$ cat src/rtl/rtc_rf_pkg.sv
package rtc_rf_pkg;
  localparam int DATA_W   = 8;
  localparam int NUM_TIME = 7;
  localparam int IDX_A    = 10;
  localparam int IDX_B    = 11;
  localparam int IDX_C    = 12;
  localparam int IDX_D    = 13;
  localparam int UIP_BIT  = 7;
  localparam int SET_BIT  = 7;
  localparam int UIE_BIT  = 4;
  localparam int IRQ_BIT  = 7;
  localparam logic [DATA_W-1:0] RST_A = 8'h26;
  localparam logic [DATA_W-1:0] RST_B = 8'h02;
  localparam logic [DATA_W-1:0] RST_C = 8'h00;
  localparam logic [DATA_W-1:0] RST_D = 8'h80;
  localparam logic [DATA_W-1:0] EVEN_RD = 8'hFF;

  // index -> time slot, -1 when not a time byte
  function automatic int slot_of(int idx);
    case (idx)
      0: return 0;
      2: return 1;
      4: return 2;
      6: return 3;
      7: return 4;
      8: return 5;
      9: return 6;
      default: return -1;
    endcase
  endfunction

  function automatic int time_idx(int slot);
    case (slot)
      0: return 0;
      1: return 2;
      2: return 4;
      3: return 6;
      4: return 7;
      5: return 8;
      default: return 9;
    endcase
  endfunction
endpackage

$ cat src/rtl/rtc_index_latch.sv
module rtc_index_latch #(
  parameter int ADDR_W = 7
) (
  input  logic              clk_i,
  input  logic              rst_ni,
  input  logic              ld_i,
  input  logic [ADDR_W-1:0] d_i,
  output logic [ADDR_W-1:0] idx_o
);
  always_ff @(posedge clk_i or negedge rst_ni) begin
    if (!rst_ni)   idx_o <= '0;
    else if (ld_i) idx_o <= d_i;
  end

  a_r1_index_load: assert property (@(posedge clk_i) disable iff (!rst_ni)
    ld_i |=> idx_o == $past(d_i));
endmodule

$ cat src/rtl/rtc_ctrl_regs.sv
module rtc_ctrl_regs
  import rtc_rf_pkg::*;
#(
  parameter int ADDR_W = 7
) (
  input  logic              clk_i,
  input  logic              rst_ni,
  input  logic              wr_i,
  input  logic              rd_i,
  input  logic [ADDR_W-1:0] idx_i,
  input  logic [DATA_W-1:0] wdata_i,
  input  logic              uip_set_i,
  input  logic              uip_clr_i,
  input  logic [DATA_W-1:0] flag_set_i,
  output logic [DATA_W-1:0] reg_a_o,
  output logic [DATA_W-1:0] reg_b_o,
  output logic [DATA_W-1:0] reg_c_o,
  output logic [DATA_W-1:0] reg_d_o,
  output logic              leave_set_o,
  output logic              irq_o
);
  localparam logic [ADDR_W-1:0] I_A = ADDR_W'(IDX_A);
  localparam logic [ADDR_W-1:0] I_B = ADDR_W'(IDX_B);
  localparam logic [ADDR_W-1:0] I_C = ADDR_W'(IDX_C);

  logic wr_a, wr_b, rd_c;
  logic [DATA_W-1:0] a_n, b_n, c_n;

  assign wr_a = wr_i && (idx_i == I_A);
  assign wr_b = wr_i && (idx_i == I_B);
  assign rd_c = rd_i && (idx_i == I_C);

  always_comb begin
    a_n = reg_a_o;
    if (wr_a) a_n[UIP_BIT-1:0] = wdata_i[UIP_BIT-1:0];
    if (uip_set_i) a_n[UIP_BIT] = 1'b1;
    if (uip_clr_i) a_n[UIP_BIT] = 1'b0;
    if (wr_b && wdata_i[SET_BIT]) a_n[UIP_BIT] = 1'b0;

    b_n = reg_b_o;
    if (wr_b) begin
      b_n = wdata_i;
      if (wdata_i[SET_BIT]) b_n[UIE_BIT] = 1'b0;
    end

    // new flags win over the read clear
    c_n = (rd_c ? '0 : reg_c_o) | flag_set_i;
  end

  always_ff @(posedge clk_i or negedge rst_ni) begin
    if (!rst_ni) begin
      reg_a_o <= RST_A;
      reg_b_o <= RST_B;
      reg_c_o <= RST_C;
      reg_d_o <= RST_D;
    end else begin
      reg_a_o <= a_n;
      reg_b_o <= b_n;
      reg_c_o <= c_n;
      reg_d_o <= reg_d_o;
    end
  end

  assign leave_set_o = wr_b && !wdata_i[SET_BIT] && reg_b_o[SET_BIT];
  assign irq_o       = reg_c_o[IRQ_BIT];

  a_r3_uip_readonly: assert property (@(posedge clk_i) disable iff (!rst_ni)
    (wr_a && !uip_set_i && !uip_clr_i) |=>
      (reg_a_o[UIP_BIT] == $past(reg_a_o[UIP_BIT])) &&
      (reg_a_o[UIP_BIT-1:0] == $past(wdata_i[UIP_BIT-1:0])));
  a_r4_set_kills_uie: assert property (@(posedge clk_i) disable iff (!rst_ni)
    (wr_b && wdata_i[SET_BIT]) |=> !reg_b_o[UIE_BIT] && !reg_a_o[UIP_BIT]);
  a_r5_c_not_written: assert property (@(posedge clk_i) disable iff (!rst_ni)
    (wr_i && idx_i == I_C && flag_set_i == '0) |=> $stable(reg_c_o));
  a_r6_read_clears: assert property (@(posedge clk_i) disable iff (!rst_ni)
    (rd_c && flag_set_i == '0) |=> reg_c_o == '0 && !irq_o);
  a_r7_flag_wins: assert property (@(posedge clk_i) disable iff (!rst_ni)
    rd_c |=> reg_c_o == $past(flag_set_i));
endmodule

$ cat src/rtl/rtc_byte_store.sv
module rtc_byte_store
  import rtc_rf_pkg::*;
#(
  parameter int ADDR_W = 7
) (
  input  logic                         clk_i,
  input  logic                         rst_ni,
  input  logic                         wr_i,
  input  logic [ADDR_W-1:0]            idx_i,
  input  logic [DATA_W-1:0]            wdata_i,
  input  logic                         cal_wr_i,
  input  logic [NUM_TIME*DATA_W-1:0]   cal_time_i,
  output logic [DATA_W-1:0]            rdata_o,
  output logic [NUM_TIME*DATA_W-1:0]   time_bytes_o
);
  localparam int DEPTH = 1 << ADDR_W;

  logic [DEPTH*DATA_W-1:0] mem_flat;

  for (genvar g = 0; g < DEPTH; g++) begin : g_ent
    localparam int SLOT = slot_of(g);
    logic [DATA_W-1:0] q;
    logic hit;
    assign hit = wr_i && (idx_i == ADDR_W'(g));
    if (SLOT >= 0) begin : g_time
      always_ff @(posedge clk_i or negedge rst_ni) begin
        if (!rst_ni)       q <= '0;
        else if (hit)      q <= wdata_i;
        else if (cal_wr_i) q <= cal_time_i[SLOT*DATA_W +: DATA_W];
      end
    end else begin : g_plain
      always_ff @(posedge clk_i or negedge rst_ni) begin
        if (!rst_ni)  q <= '0;
        else if (hit) q <= wdata_i;
      end
    end
    assign mem_flat[g*DATA_W +: DATA_W] = q;
  end

  for (genvar k = 0; k < NUM_TIME; k++) begin : g_tout
    assign time_bytes_o[k*DATA_W +: DATA_W] = mem_flat[time_idx(k)*DATA_W +: DATA_W];
  end

  assign rdata_o = mem_flat[idx_i*DATA_W +: DATA_W];

  a_r2_write_then_read: assert property (@(posedge clk_i) disable iff (!rst_ni)
    (wr_i && !cal_wr_i) ##1 (idx_i == $past(idx_i)) |-> rdata_o == $past(wdata_i));
endmodule

$ cat src/rtl/rtc_regfile_if.sv
module rtc_regfile_if
  import rtc_rf_pkg::*;
#(
  parameter int ADDR_W = 7
) (
  input  logic                       clk_i,
  input  logic                       rst_ni,
  input  logic                       acc_en_i,
  input  logic                       acc_we_i,
  input  logic                       acc_port_i,
  input  logic [7:0]                 acc_wdata_i,
  output logic [7:0]                 acc_rdata_o,
  input  logic                       cal_wr_i,
  input  logic [NUM_TIME*DATA_W-1:0] cal_time_i,
  input  logic                       uip_set_i,
  input  logic                       uip_clr_i,
  input  logic [7:0]                 flag_set_i,
  output logic [NUM_TIME*DATA_W-1:0] time_bytes_o,
  output logic [7:0]                 ctrl_a_o,
  output logic [7:0]                 ctrl_b_o,
  output logic                       set_mode_o,
  output logic                       time_reload_o,
  output logic                       irq_o
);
  logic [ADDR_W-1:0] idx;
  logic idx_ld, odd_wr, odd_rd, is_ctrl, is_time, leave_set, reload_q;
  logic [DATA_W-1:0] st_rdata, reg_a, reg_b, reg_c, reg_d, ctrl_rdata;

  assign idx_ld = acc_en_i &&  acc_we_i && !acc_port_i;
  assign odd_wr = acc_en_i &&  acc_we_i &&  acc_port_i;
  assign odd_rd = acc_en_i && !acc_we_i &&  acc_port_i;

  always_comb begin
    is_ctrl = (idx >= ADDR_W'(IDX_A)) && (idx <= ADDR_W'(IDX_D));
    is_time = slot_of(int'(idx)) >= 0;
    case (idx)
      ADDR_W'(IDX_A): ctrl_rdata = reg_a;
      ADDR_W'(IDX_B): ctrl_rdata = reg_b;
      ADDR_W'(IDX_C): ctrl_rdata = reg_c;
      default:        ctrl_rdata = reg_d;
    endcase
  end

  rtc_index_latch #(.ADDR_W(ADDR_W)) u_idx (
    .clk_i, .rst_ni, .ld_i(idx_ld), .d_i(acc_wdata_i[ADDR_W-1:0]), .idx_o(idx)
  );

  rtc_ctrl_regs #(.ADDR_W(ADDR_W)) u_ctrl (
    .clk_i, .rst_ni, .wr_i(odd_wr), .rd_i(odd_rd), .idx_i(idx),
    .wdata_i(acc_wdata_i), .uip_set_i, .uip_clr_i, .flag_set_i,
    .reg_a_o(reg_a), .reg_b_o(reg_b), .reg_c_o(reg_c), .reg_d_o(reg_d),
    .leave_set_o(leave_set), .irq_o
  );

  rtc_byte_store #(.ADDR_W(ADDR_W)) u_store (
    .clk_i, .rst_ni, .wr_i(odd_wr && !is_ctrl), .idx_i(idx), .wdata_i(acc_wdata_i),
    .cal_wr_i, .cal_time_i, .rdata_o(st_rdata), .time_bytes_o
  );

  always_ff @(posedge clk_i or negedge rst_ni) begin
    if (!rst_ni) reload_q <= 1'b0;
    else         reload_q <= (odd_wr && is_time && !reg_b[SET_BIT]) || leave_set;
  end

  assign acc_rdata_o   = !acc_port_i ? EVEN_RD : (is_ctrl ? ctrl_rdata : st_rdata);
  assign ctrl_a_o      = reg_a;
  assign ctrl_b_o      = reg_b;
  assign set_mode_o    = reg_b[SET_BIT];
  assign time_reload_o = reload_q;

  a_r9_reload_on_time_write: assert property (@(posedge clk_i) disable iff (!rst_ni)
    (odd_wr && is_time && !set_mode_o) |=> time_reload_o);
  a_r9_no_reload_in_set: assert property (@(posedge clk_i) disable iff (!rst_ni)
    (odd_wr && is_time && set_mode_o) |=> !time_reload_o);
  a_r9_single_pulse: assert property (@(posedge clk_i) disable iff (!rst_ni)
    (time_reload_o && !odd_wr) |=> !time_reload_o);
endmodule

$ cat config.mk
export PLATFORM = sky130hd
export DESIGN_NAME = rtc_regfile_if
export DESIGN_NICKNAME = d
export VERILOG_FILES = /design/src/rtl/rtc_rf_pkg.sv /design/src/rtl/rtc_index_latch.sv /design/src/rtl/rtc_ctrl_regs.sv /design/src/rtl/rtc_byte_store.sv /design/src/rtl/rtc_regfile_if.sv
export SDC_FILE = /design/constraint.sdc
export NUM_CORES = 2
export LEC_CHECK = 0
export BUFFER_PORTS_ARGS = -buffer_cell sky130_fd_sc_hd__buf_2
export CORE_ASPECT_RATIO = 0.7
export CORE_MARGIN = 2
export CORE_UTILIZATION = 40
export CTS_CLUSTER_DIAMETER = 50
export CTS_CLUSTER_SIZE = 40
export DETAILED_ROUTE_END_ITERATION = 6
export SYNTH_ARGS = -nofsm -noshare
export SYNTH_HDL_FRONTEND = slang
export SYNTH_SLANG_ARGS = --single-unit
$ cat constraint.sdc
create_clock -name clk_i -period 2.9 [get_ports clk_i]
set_input_delay 0.58 -clock clk_i [delete_from_list [all_inputs] [get_ports clk_i]]
set_output_delay 0.58 -clock clk_i [all_outputs]
set_load 0.02 [all_outputs]
; ---- After elaboration in Yosys (flattened, before gate mapping)
; Index checks and enable logic that the tools add are counted.
; Widths: inputs -> output; s select.
[op_classes]
order_cmp = 3
n_eq_ne = 127
shifts = 1
n_mux = 23
bitwise_logic = 1
n_reduce_logical = 158
[op_table]
columns = operator, count
row1 = $shiftx 1024x11->8, 1
row2 = $eq 7x7->1 const B, 64
row3 = $eq 7x6->1 const B, 32
row4 = $pmux 32 s7, 1
row5 = $logic_and 1x1->1, 143
row6 = $mux 8, 17
row7 = $eq 7x5->1 const B, 16
row8 = $eq 7x4->1 const B, 8
row9 = $ge 32x1->1 const B, 1
row10 = $eq 7x3->1 const B, 4
row11 = $pmux 8 s3, 1
row12 = $eq 7x2->1 const B, 2
row13 = $reduce_bool 2->1, 7
row14 = $or 8x8->8, 1
row15 = $eq 7x1->1 const B, 1
row16 = $ge 7x4->1 const B, 1
row17 = $le 7x4->1 const B, 1
row18 = $logic_not 7->1, 1
row19 = $logic_not 1->1, 5
row20 = $mux 1, 4
row21 = $reduce_bool 3->1, 1
row22 = $logic_or 1x1->1, 1
[word_totals]
ff_bits = 1056
output_inout_bits = 83
wordCells = 447

; ---- Longest topological paths before layout
[depth]
depth_word = 6
mapped_depth = 12
mapped_depth_nobuf = 6

; ---- Modules after synthesis
; Synthesis repeated with hierarchy kept, for this count alone.
[hier_totals]
cells_unflattened = 3351
hier_area_um2 = 49747.7
[by_module_without_submodules]
columns = mod, n_inst, cells_per_inst, area_each_um2
row1 = rtc_byte_store, 1, 3202, 47942.2
row2 = rtc_ctrl_regs, 1, 70, 1012.2
row3 = rtc_regfile_if, 1, 64, 501.7
row4 = rtc_index_latch, 1, 15, 291.5

; ---- Least setup slack after synthesis
; OpenSTA, ideal clock, no wires.
[synth_path]
path_type = register to output
from = register u_idx.idx_o[0]
to = output acc_rdata_o[4]
t_arrival_ns = 2.383
slack_ns = -0.063
path_stages_with_launch = 11
cell_sequence = dfrtp_1 > buf_6 > buf_12 > buf_12 > buf_12 > nor3b_1 > a22oi_1 > o21ai_0 > a311oi_1 > nor4b_1 > nor3_1
[synth_via]
elab_chain_cells = 4
[synth_lines]
columns = item, line
row1 = "start, declared", rtc_index_latch.sv:8  ; output logic [ADDR_W-1:0] idx_o
row2 = "start signal, assigned", rtc_index_latch.sv:12  ; else if (ld_i) idx_o <= d_i;
row3 = branches (longest 2 deep; another with $shiftx 1024x11->8), n/a
row4 = $mux 8 * (2 in series), rtc_regfile_if.sv:65  ; assign acc_rdata_o = !acc_port_i ? EVEN_RD : (is_ctrl ? ctrl_rdata : st_rdata);
row5 = "end, declared", rtc_regfile_if.sv:12  ; output logic [7:0] acc_rdata_o,
; Mark *: on every way between the ends.

; ---- Final worst setup path
; Ends and elaborated chain as after synthesis.

==> qor.yml <==
synth_warnings: 0
worst_slew_pin_slew_ns: 1.01
dp_slack_ns: -1.05
postRouteAntennaNets: 0
num_vias: 31800
synth_nets: 3434
status: "finished, violations left"
peakVddDrop_mv: 0.469
top_layer: "met4"
gr-usage-all-layers: 0.243
clkPwrFrac: 0.367
ys_ff_latch: 1056
via_per_inst: 5.68
antenna_found_initial: 1
io_buffers: 162
required_ns: 2.32
maxSlewHeadroom: 0.329
die_area_um2: 125000
grt.overflow.total: 0
internal_power_uw: 26600
worstSetupPathType: "reg2out"
critPathLaunchType: "register"
sw_frac_of_total: 0.305
met1Wirelength_um: 73800
period_share: 1.48
die_h_um: 297
fin_nets: 3957
combPwrFrac: 0.209
worstHoldPathCells: 2
numCtsBuffers: 95
grt_pass1_vias: 32100
ys.flop_type: "dfrtp_1"
critPathMostFrequentCell: "buf_6"
worstRegToRegCells: 11
crit_chain: "buf_6, buf_8, buf_12, mux4_2, mux4_2, o22ai_2, buf_6, nor3_4, nor4b_4, buf_4, nor3_4, buf_6"
path_buf_inv: 6
drt_iter0_markers: 2782
synth_async_sr_flop_share: 1.00
grt_start_max_net_pins: 128
cpPeakStageDelay_ns: 0.52
clockBufferDepth: 3
period_minus_slack_ns: 4.28
root_buffer: "clkbuf_16"
rsz0062_at_grt: "yes"
slew_viol_final: 0
timing.rr.end: "u_store.g_ent[120].q[0]"
clk_latency_ns: 0.73
cp_max_fo: 5
worstPathArrival_ns: 3.70
seqPwrFrac: 0.425
whs_endpoint: "u_ctrl.reg_c_o[2]"
finalHoldViolations: 0
grt_first_pass_wirelength_um: 227000
ys_seq_area_frac: 0.539
final_util: 0.497
drcViolationCount: 0
top_level_ports: 163
multi_input_area_um2: 21800
coreArea_um2: 122000
path_clk_slew_ns: 0.07
fillers: 10400
dpl.hpwl_um: 104000
p_leak_uw: 0.0289
violations: "setup timing"
reg2reg_slack_ns: 0.03
wl_met2_um: 64300
regArea_um2: 26400
synth_edf_count: 0
clock.fmax_mhz: 233
fin_ws_ns: -1.38
htree_levels: 3
synthCells: 3354
wl_per_cell_um: 27.2
drt_first_pass_iters: 5
rr_startpoint: "u_idx.idx_o[2]"
max-cap-violations: 0
wl_met3_um: 10400
cts_sinks: 1056
power_per_cell_area_nw_per_um2: 633
layout-drive-gt1-share: 0.562
area_growth_pct: 23.4
tritoncts: "built"
drt_wl_total_um: 152000
row_count: 107
hp-start: "flag_set_i[2]"
power.total_uw: 38300
synth_cell_type_count: 61
gp_congestion: 0.892
p_sw_uw: 11700
syn-cell-area_um2: 49000
critPathTopFamily: "multiplexers"
die_w_um: 422
fin_skew_ns: 0.0344
endpoint_kind: "output pin"
crit_slowest_cell: "mux4_2"
avgSynthCellArea_um2: 14.6
initial_core_util: 0.403
setup_viol: 8
hold_class: "in2reg"
[power groups by stage]
| stage | clock (µW) | sequential, µW | combinational, µW |
|---|---|---|---|
| global route | 14900 | 16300 | 8390 |
| floorplan | 0 | 16400 | 3840 |
| detailed placement | 0 | 16500 | 7170 |
| global placement | 0 | 16500 | 7120 |
| CTS | 14300 | 16200 | 7900 |
| finish | 14000 | 16200 | 7990 |
[metal layers]
layer / up-vias / track usage
li1: 13500 / -
met1: 17100 / 0.382
met2: 1041 / 0.342
met3: 196 / 0.0457
met4: 0 / 0.0642
met5: - / 0
[Yosys cell counts, drive strengths merged, types with 3 or more instances]
| cell type | count | area share |
|---|---|---|
| clkbuf | 185 | 0.014 |
| nor4b | 3 | 0.00084 |
| o2bb2ai | 5 | 0.00089 |
| nor3b | 4 | 0.00061 |
| buf | 94 | 0.014 |
| nand4 | 3 | 0.00038 |
| nand2b | 9 | 0.0011 |
| dfrtp | 1052 | 0.54 |
| nand2 | 116 | 0.0095 |
| and3 | 6 | 0.00077 |
| a21oi | 59 | 0.0060 |
| nand3b | 4 | 0.00061 |
| a221oi | 5 | 0.00089 |
| nand3 | 34 | 0.0039 |
| o21ai | 47 | 0.0048 |
| nor2b | 14 | 0.0018 |
| mux4 | 196 | 0.090 |
| a21o | 9 | 0.0014 |
| a21boi | 5 | 0.00077 |
| a31oi | 12 | 0.0015 |
| nor3 | 21 | 0.0027 |
| a22oi | 82 | 0.013 |
| mux2i | 225 | 0.046 |
| a211oi | 10 | 0.0015 |
| dfstp | 4 | 0.0021 |
| and2 | 4 | 0.00051 |
| mux2 | 969 | 0.22 |
| nor4 | 6 | 0.00077 |
| o22ai | 9 | 0.0011 |
| a2111oi | 5 | 0.00089 |
| nor2 | 133 | 0.014 |
| inv | 5 | 0.00038 |
[state kept, by name, indices dropped and copies added, names as in the netlist]
register	cells
u_ctrl.reg_b_o	8
u_idx.idx_o	7
time_reload_o	1
u_store.g_ent.q	1024
u_ctrl.reg_c_o	8
u_ctrl.reg_a_o	8
[how the worst max path moves through the flow]
stage,startpoint,end,depth (start not counted)
3_3_place_gp,u_idx.idx_o[0],acc_rdata_o[2],12
2_1_floorplan,u_idx.idx_o[0],acc_rdata_o[1],10
3_5_place_dp,u_idx.idx_o[0],acc_rdata_o[2],12
6_report,u_idx.idx_o[0],acc_rdata_o[4],12
4_1_cts,u_idx.idx_o[0],acc_rdata_o[4],11
5_1_grt,u_idx.idx_o[0],acc_rdata_o[4],12
[through the flow]
stage / instances / instance area (µm²) / setup TNS (ns) / hold slack [ns]
after detailed placement: 5375 / 55700 / -24.87 / 0.363
after global routing: 5595 / 60500 / -10.81 / 0.0542
final: 5595 / 60500 / -10.21 / 0.0790
after floorplan: 3354 / 49100 / 0 / 0.284
after CTS: 5592 / 60400 / -10.46 / 0.0375
after global placement: 5375 / 55700 / -23.32 / 0.360
[cell families (layout without fill, tap and decap cells)]
| family | count (synthesis) | count (layout) | share of synthesized area |
|---|---|---|---|
| compound gates | 259 | 259 | 0.0343 |
| flops | 1056 | 1056 | 0.539 |
| simple gates | 365 | 365 | 0.0392 |
| buf+inv | 284 | 889 | 0.0289 |
| other cells | 0 | 1 | 0 |
| mux | 1390 | 1390 | 0.359 |
[area by class of cell]
cell class	instances	area share
diodes	1	0.0000414
inverters	5	0.000310
flip-flops and latches	1056	0.437
clock buffers	102	0.0407
well taps	1635	0.0338
clock inverters	77	0.0170
multi-input cells	2014	0.361
repair buffers	705	0.110
[cells in the final DEF, fill, tap and decap left out, types with 9 or more instances in the layout]
master	synthesis	layout
a31oi_1	12	9
nor2_2	72	75
a21oi_1	59	54
clkbuf_16	0	95
mux2i_1	225	222
buf_6	23	21
mux4_2	196	196
mux2_1	12	12
buf_2	45	145
mux2_2	957	956
clkinv_8	0	12
buf_12	3	119
dfrtp_1	1052	1047
nand2_2	12	13
nor2_1	57	50
inv_6	0	19
a22oi_1	82	71
nor3_4	1	10
nand2_1	104	103
buf_4	16	403
a22oi_2	0	11
nand3_1	30	29
a21o_1	9	9
o21ai_0	47	43
[what timing repair did]
item                       in CTS  in global routing
cloned                          5                  0
hold endpoints to repair       31                  0
setup buffers                  33                  4
gates resized for setup       148                 26
setup endpoints to repair     177                 15
hold buffers                    6                  0
pin swaps                      36                 15
No activity file was read; power rests on OpenSTA's default activity.
